## src/rtl/ldst_aligner.sv

```systemverilog
module ldst_aligner #(
  parameter int ADDR_W     = 16,
  parameter int BYTE_W     = 8,
  parameter int WORD_BYTES = 3,
  parameter int FLT_BYTES  = 6
) (
  input  logic                          clk,
  input  logic                          rst_n,
  input  logic                          req_valid,
  input  logic                          req_store,
  input  logic [1:0]                    req_kind,
  input  logic [2:0]                    req_sel,
  input  logic [ADDR_W-1:0]             req_addr,
  input  logic [BYTE_W*FLT_BYTES-1:0]   req_data,
  output logic                          busy,
  output logic                          done,
  output logic [ADDR_W-1:0]             mem_addr,
  output logic                          mem_rd,
  output logic                          mem_wr,
  output logic [BYTE_W-1:0]             mem_wdata,
  input  logic [BYTE_W-1:0]             mem_rdata,
  input  logic                          mem_ready,
  output logic                          rf_we,
  output logic [2:0]                    rf_sel,
  output logic [BYTE_W*FLT_BYTES-1:0]   rf_data
);
  localparam int WORD_W = BYTE_W * WORD_BYTES;
  localparam int FLT_W  = BYTE_W * FLT_BYTES;
  localparam int CNT_W  = $clog2(FLT_BYTES);
  localparam logic [1:0] K_WORD = 2'd0;
  localparam logic [1:0] K_CHAR = 2'd1;
  localparam logic [1:0] K_FLT  = 2'd2;
  localparam logic [2:0] SEL_A  = 3'd0;
  localparam logic [2:0] SEL_F  = 3'd6;
  localparam logic [2:0] SEL_SW = 3'd7;

  logic              st_q;
  logic [1:0]        kind_q;
  logic [2:0]        sel_q;
  logic [ADDR_W-1:0] addr_q;
  logic [CNT_W-1:0]  left_q;
  logic [FLT_W-1:0]  sh_q;
  logic [WORD_W-BYTE_W-1:0] keep_q;

  logic legal, start, step, last;

  assign legal = (req_kind == K_FLT) || (req_kind == K_CHAR) ||
                 ((req_kind == K_WORD) && (req_sel != SEL_F) &&
                  (req_store || (req_sel != SEL_SW)));
  assign start = req_valid && !busy && legal;
  assign step  = busy && mem_ready;
  assign last  = step && (left_q == '0);

  always_ff @(posedge clk) begin
    if (!rst_n) begin
      busy   <= 1'b0;
      done   <= 1'b0;
      st_q   <= 1'b0;
      kind_q <= K_WORD;
      sel_q  <= SEL_A;
      addr_q <= '0;
      left_q <= '0;
      sh_q   <= '0;
      keep_q <= '0;
    end else begin
      done <= last;
      if (start) begin
        busy   <= 1'b1;
        st_q   <= req_store;
        kind_q <= req_kind;
        addr_q <= req_addr;
        keep_q <= req_data[WORD_W-1:BYTE_W];
        unique case (req_kind)
          K_FLT: begin
            sel_q  <= SEL_F;
            left_q <= CNT_W'(FLT_BYTES - 1);
            sh_q   <= req_data;
          end
          K_CHAR: begin
            sel_q  <= SEL_A;
            left_q <= '0;
            sh_q   <= {req_data[BYTE_W-1:0], {(FLT_W-BYTE_W){1'b0}}};
          end
          default: begin
            sel_q  <= req_sel;
            left_q <= CNT_W'(WORD_BYTES - 1);
            sh_q   <= {req_data[WORD_W-1:0], {(FLT_W-WORD_W){1'b0}}};
          end
        endcase
      end else if (step) begin
        sh_q   <= {sh_q[FLT_W-BYTE_W-1:0], mem_rdata};
        addr_q <= addr_q + 1'b1;
        left_q <= left_q - 1'b1;
        if (last) busy <= 1'b0;
      end
    end
  end

  assign mem_addr  = addr_q;
  assign mem_rd    = busy && !st_q;
  assign mem_wr    = busy && st_q;
  assign mem_wdata = sh_q[FLT_W-1 -: BYTE_W];
  assign rf_we     = done && !st_q;
  assign rf_sel    = sel_q;

  always_comb begin
    rf_data = '0;
    if (rf_we) begin
      unique case (kind_q)
        K_FLT:   rf_data = sh_q;
        K_CHAR:  rf_data[WORD_W-1:0] = {keep_q, sh_q[BYTE_W-1:0]};
        default: rf_data[WORD_W-1:0] = sh_q[WORD_W-1:0];
      endcase
    end
  end
endmodule

```

## config.mk

```make
export PLATFORM = sky130hd
export DESIGN_NAME = ldst_aligner
export DESIGN_NICKNAME = d
export VERILOG_FILES = /design/src/rtl/ldst_aligner.sv
export SDC_FILE = /design/constraint.sdc
export NUM_CORES = 1
export LEC_CHECK = 0
export BUFFER_PORTS_ARGS = -buffer_cell sky130_fd_sc_hd__buf_2
export CAP_MARGIN = 15
export CORE_MARGIN = 1.5
export CORE_UTILIZATION = 46
export DETAILED_ROUTE_END_ITERATION = 10
export PLACE_DENSITY = 0.77
export SLEW_MARGIN = 10
export SYNTH_ARGS = -nofsm -noshare
export SYNTH_HDL_FRONTEND = slang
export SYNTH_SLANG_ARGS = --single-unit
```

## constraint.sdc

```tcl
create_clock -name clk -period 1.4 [get_ports clk]
set_input_delay 0.07 -clock clk [delete_from_list [all_inputs] [get_ports clk]]
set_output_delay 0.07 -clock clk [all_outputs]
set_load 0.02 [all_outputs]
```

After elaboration in Yosys (flattened, before gate mapping)

Cells that the tools add are included.

Register bits after elaboration: 91
Input bits: 82
Output and inout port bits: 80
Word-level logic and storage cells: 51

Add/sub/neg operators: 2
Equality and inequality tests: 6
Muxes and demuxes: 15
Reduce and logical (&&, ||, !) cells: 19

Operators by type and width:

| cell                    | number |
|---|---|
| $mux W48                | 3 |
| $pmux W48 S2            | 1 |
| $mux W24                | 2 |
| $mux W16                | 2 |
| $add A16 B1 Y16 const B | 1 |
| $pmux W3 S2             | 2 |
| $logic_and A1 B1 Y1     | 9 |
| $mux W3                 | 2 |
| $ne A3 B3 Y1 const B    | 2 |
| $eq A2 B1 Y1 const B    | 2 |
| $eq A2 B2 Y1 const B    | 2 |
| $reduce_bool A2 Y1      | 2 |
| $logic_not A3 Y1        | 1 |
| $logic_or A1 B1 Y1      | 3 |
| $mux W1                 | 3 |
| $sub A3 B1 Y3 const B   | 1 |
| $logic_not A1 Y1        | 2 |
| $logic_not A2 Y1        | 1 |
| $reduce_and A2 Y1       | 1 |

Longest topological paths before layout

Depth after elaboration: 7
Mapped depth: 9
Gate-level depth less buffers: 6

Worst setup path before layout

Ideal clock, no wire load.

Kind: flip-flop to flip-flop
From: register busy
To: register sh_q[27]
Library setup time: 0.142 ns
Data arrival time: 1.463 ns
Required time: 1.258 ns
Path slack: -0.205 ns
Stages on the path, launching flop included: 7
Path buffers: 2
Period minus slack after synthesis: 1.605 ns
Path through: dfxtp_1 -> nand2b_4 -> a311o_1 -> buf_6 -> buf_2 -> a221oi_1 -> a311oi_1

Word-level cells in the longest chain between the ends: 4
Elaborated cells on any way between the ends: 6
Classes of those cells: mux (1); reduce/logical (5)

RTL lines:

| element                                               | RTL line | RTL |
|---|---|---|
| start, declared                                       | 15       | `output logic busy,` |
| start signal, assigned                                | 56       | `busy <= 1'b0;` |
| start signal, assigned                                | 68       | `busy <= 1'b1;` |
| start signal, assigned                                | 94       | `if (last) busy <= 1'b0;` |
| $logic_not A1 Y1                                      | 50       | `assign start = req_valid && !busy && legal;` |
| $logic_and A1 B1 Y1 (2 in series)                     | 50       |  |
| $mux W48 / $reduce_bool A2 Y1 (equally long branches) | --       |  |
| end signal, assigned                                  | 77       | `sh_q <= req_data;` |
| end signal, assigned                                  | 82       | `sh_q <= {req_data[BYTE_W-1:0], {(FLT_W-BYTE_W){1'b0}}};` |
| end signal, assigned                                  | 87       | `sh_q <= {req_data[WORD_W-1:0], {(FLT_W-WORD_W){1'b0}}};` |
| end, declared                                         | 42       | `logic [FLT_W-1:0] sh_q;` |

Parallel ways exist; a longest one is shown, timed or not.
A chain may end at the register's enable or synchronous reset.

Worst setup path after layout

From: register done
To: output rf_data[42]

Word-level cells in the longest chain between the ends: 2

RTL lines:

| element                | RTL line | RTL |
|---|---|---|
| start, declared        | 16       | `output logic done,` |
| start signal, assigned | 66       | `done <= last;` |
| $logic_and A1 B1 Y1    | 103      | `assign rf_we = done && !st_q;` |
| $mux W48               | 108      | `if (rf_we) begin` |
| end, declared          | 25       | `output logic [BYTE_W*FLT_BYTES-1:0] rf_data` |

Every way passes these cells.

==> run_results.csv <==
group,metric,value,unit
layout,seq_area,0.00185,mm^2
place,gp_congestion,0.974,
clock_network,cts_max_path_buffers,2,
clock_network,cts_root_buf,"clkbuf_8",
detailed_routing,drt-total-wl,30500,um
place,place_area,0.00637,mm^2
clock_network,insertion_delay,0.39,ns
yosys,synth_ff_type,"dfxtp_1",
power,power_density,871,mW/mm^2
die,initial_core_util,0.473,
setup_path,crit_chain,"nand2b_4 > nor3b_4 > buf_12 > buf_12 > and2_2 > buf_6",
yosys,yosysMostFrequentCell,"nand2_1",
die,die_x,106,um
sta,tightest_slew,0.553,ns
global_routing,antenna_found_initial,1,
global_routing,track_usage,0.391,
yosys,yosysSeqAreaShare,0.373,
die,dieArea,0.0112,mm^2
detailed_routing,viasPerCell,6.99,
setup_path,critPathCapture,"rf_data[42]",
layout,n_fill_cell,363,
setup_path,cp.required,1.33,ns
detailed_routing,drt-initial-drc-count,890,
sta,hold_viol,0,
yosys,syn-cell-area,0.00489,mm^2
setup_path,cpMostUsedCell,"buf_12",
yosys,yosys-top-cells-count,"nand2_1 (146), dfxtp_1 (91), a21oi_1 (82), nand3_1 (37), and2_1 (36)",
global_routing,grt_pass1_vias,6169,
sta,min_period,1.95,ns
layout,nets,962,
setup_path,worstReg2RegStart,"busy$_SDFFE_PN0P_",
sta,setup_viol,139,
yosys,synth-async-reset-ratio,0,
setup_path,cpMaxStageDelayCell,"dfxtp_1",
sta,relSlewSlack,0.631,
setup_path,reg2reg_to,"keep_q[13]$_SDFFE_PN0P_",
die,die_h,106,um
setup_path,cp.arrival,1.88,ns
worst_hold_path,hp-start,"req_addr[12]",
clock_network,numCtsBuffers,9,
die,core_area,0.0103,mm^2
yosys,synth.top_cell.area_share,0.373,
detailed_routing,wl_per_cell,30.0,um
yosys,ys_warn_count,0,
place,numPortBuffers,161,
clock_network,cts_tree,"built",
run,drv_cap,0,
clock_network,h-tree-depth,3,
power,finalPower,8140,uW
setup_path,critPathCaptureType,"output port",
die,pin_count,162,
power,p_leak,0.00384,uW
setup_path,path_class,"register to output port",
sta,slew_violations,0,
global_routing,grt_max_degree,46,
sta,finalWorstSetupSlack,-0.548,ns
sta,rsz0062_at_grt,"yes",
outcome,status,"complete, but fails checks",
setup_path,ff2ff_setup_slack,-0.39,ns
layout,area_growth,91.4,%
sta,clock.fmax,513,MHz
yosys,synth-seq-cells,91,
yosys,netlist_top_cells_area,"dfxtp_1 (37%), nand2_1 (11%), a21oi_1 (8.4%)",
yosys,synth_nets,717,
setup_path,startpoint,"done$_SDFF_PN0_",
detailed_routing,ant_nets,0,
setup_path,slowest_delay,0.41,ns
layout,drive_gt1_frac,0.657,
power,ir_drop,0.509,mV
yosys,avgSynthCellArea,7.78,um^2
place,dpl.hpwl,12500,um
detailed_routing,vias,7090,
detailed_routing,drc_errors,0,
layout,postLayoutCellArea,0.00935,mm^2
layout,multi_input_area,0.00418,mm^2
global_routing,grt_overflow,0,
outcome,violations,"negative setup slack",
yosys,synth_cell_types,40,
yosys,yosysTopAreaCell,"dfxtp_1",
setup_path,crit_fanout,12,
clock_network,cts.sinks,91,
sta,final.period_utilization,1.39,
detailed_routing,first_pass_iters,7,
clock_network,clkTransAtPathRegs,0.11,ns
worst_hold_path,hp-class,"input pin to register",
sta,whs,0.00133,ns
global_routing,grt_pass1_wl,33800,um
sta,skew,0.0179,ns
setup_path,worstRegToRegCells,7,
setup_path,cp-start-kind,"register",
yosys,synthCells,628,
die,rows,37,
yosys,synth_edf_count,0,
## final cells by class
type                    count  share of cell area
diodes                      1            0.000268
clock inverters             7              0.0106
inverters                   8             0.00375
multi-input cells         467               0.447
clock buffers               9              0.0132
repair inverters            1            0.000803
well taps                 136              0.0182
flip-flops and latches     91               0.198
repair buffers            295               0.308
## placed cells by master (no fill, tap or decap), types with 11 or more instances in the layout
master,netlist,layout
a311oi_1,21,12
nand3_1,37,26
buf_12,0,22
nand2_2,0,19
and2_2,0,11
buf_2,18,120
dfxtp_1,91,78
buf_6,4,52
dlygate4sd3_1,0,31
buf_4,10,44
nand2_1,146,68
nand2_4,0,59
nor2_1,17,13
and2_4,0,15
mux2_2,24,24
a21oi_2,0,68
## routing by layer
| metal | track usage | part of all wire | routed length [um] |
|---|---|---|---|
| met2 | 0.628 | 0.43 | 13000 |
| met4 | 0.219 | 0.12 | 3540 |
| met5 | 0 | 0 | 0 |
| met1 | 0.481 | 0.32 | 9770 |
| met3 | 0.0895 | 0.14 | 4150 |
## registers in the layout (all words and copies together) (netlist names)
register  flops
rf_sel        3
left_q        3
keep_q       16
mem_addr     16
kind_q        2
busy          1
st_q          1
done          1
sh_q         48
## what timing repair did
action                     4_1_cts  5_1_grt
hold buffers                    29        2
gates resized for setup        211      249
setup endpoints to repair      136      141
hold endpoints to repair        40        2
gates cloned                    14       11
setup buffers                   16        8
pin swaps                       50       89
## stage by stage
step,instances,utilization,setup slack (ns),setup TNS (ns)
5_1_grt,1014,0.906,-0.587,-47.71
6_report,1015,0.906,-0.548,-46.21
2_1_floorplan,628,-,-0.0626,-1.86
4_1_cts,999,0.784,-0.290,-29.70
3_3_place_gp,924,0.617,-0.210,-14.44
3_5_place_dp,924,0.617,-0.278,-18.23
## kinds of logic after synthesis
family	synth area share
muxes	0.0553
AOI/OAI and AO/OA	0.209
xor gates and xnor gates	0.0251
adders and majority gates	0.0179
DFF	0.373
buffers and inverters	0.0722
and+or+nand+nor	0.248
## how the worst min path moves through the flow
stage / slack, ns / end / cells after the start
floorplan: 0.21 / keep_q[0]$_SDFFE_PN0P_ / 2
global placement: 0.31 / mem_addr[15]$_SDFFE_PN0P_ / 3
detailed placement: 0.32 / mem_addr[15]$_SDFFE_PN0P_ / 3
CTS: 0.0005 / keep_q[2]$_SDFFE_PN0P_ / 3
global route: 0.008 / mem_addr[4]$_SDFFE_PN0P_ / 3
finish: 0.001 / mem_addr[12]$_SDFFE_PN0P_ / 3
## power by group
| part | internal, uW | switching, uW |
|---|---|---|
| combinational | 1300 | 1620 |
| clock | 1020 | 1150 |
| sequential | 2790 | 257 |
## worst max-delay path: cells and delay by family (launching register included)
| kind | cells | cell delay, ns |
|---|---|---|
| AND/OR/NAND/NOR | 3 | 0.62 |
| buffers and inverters | 3 | 0.44 |
| flip-flops | 1 | 0.41 |
Note: power is estimated with default switching activity, not from simulation.
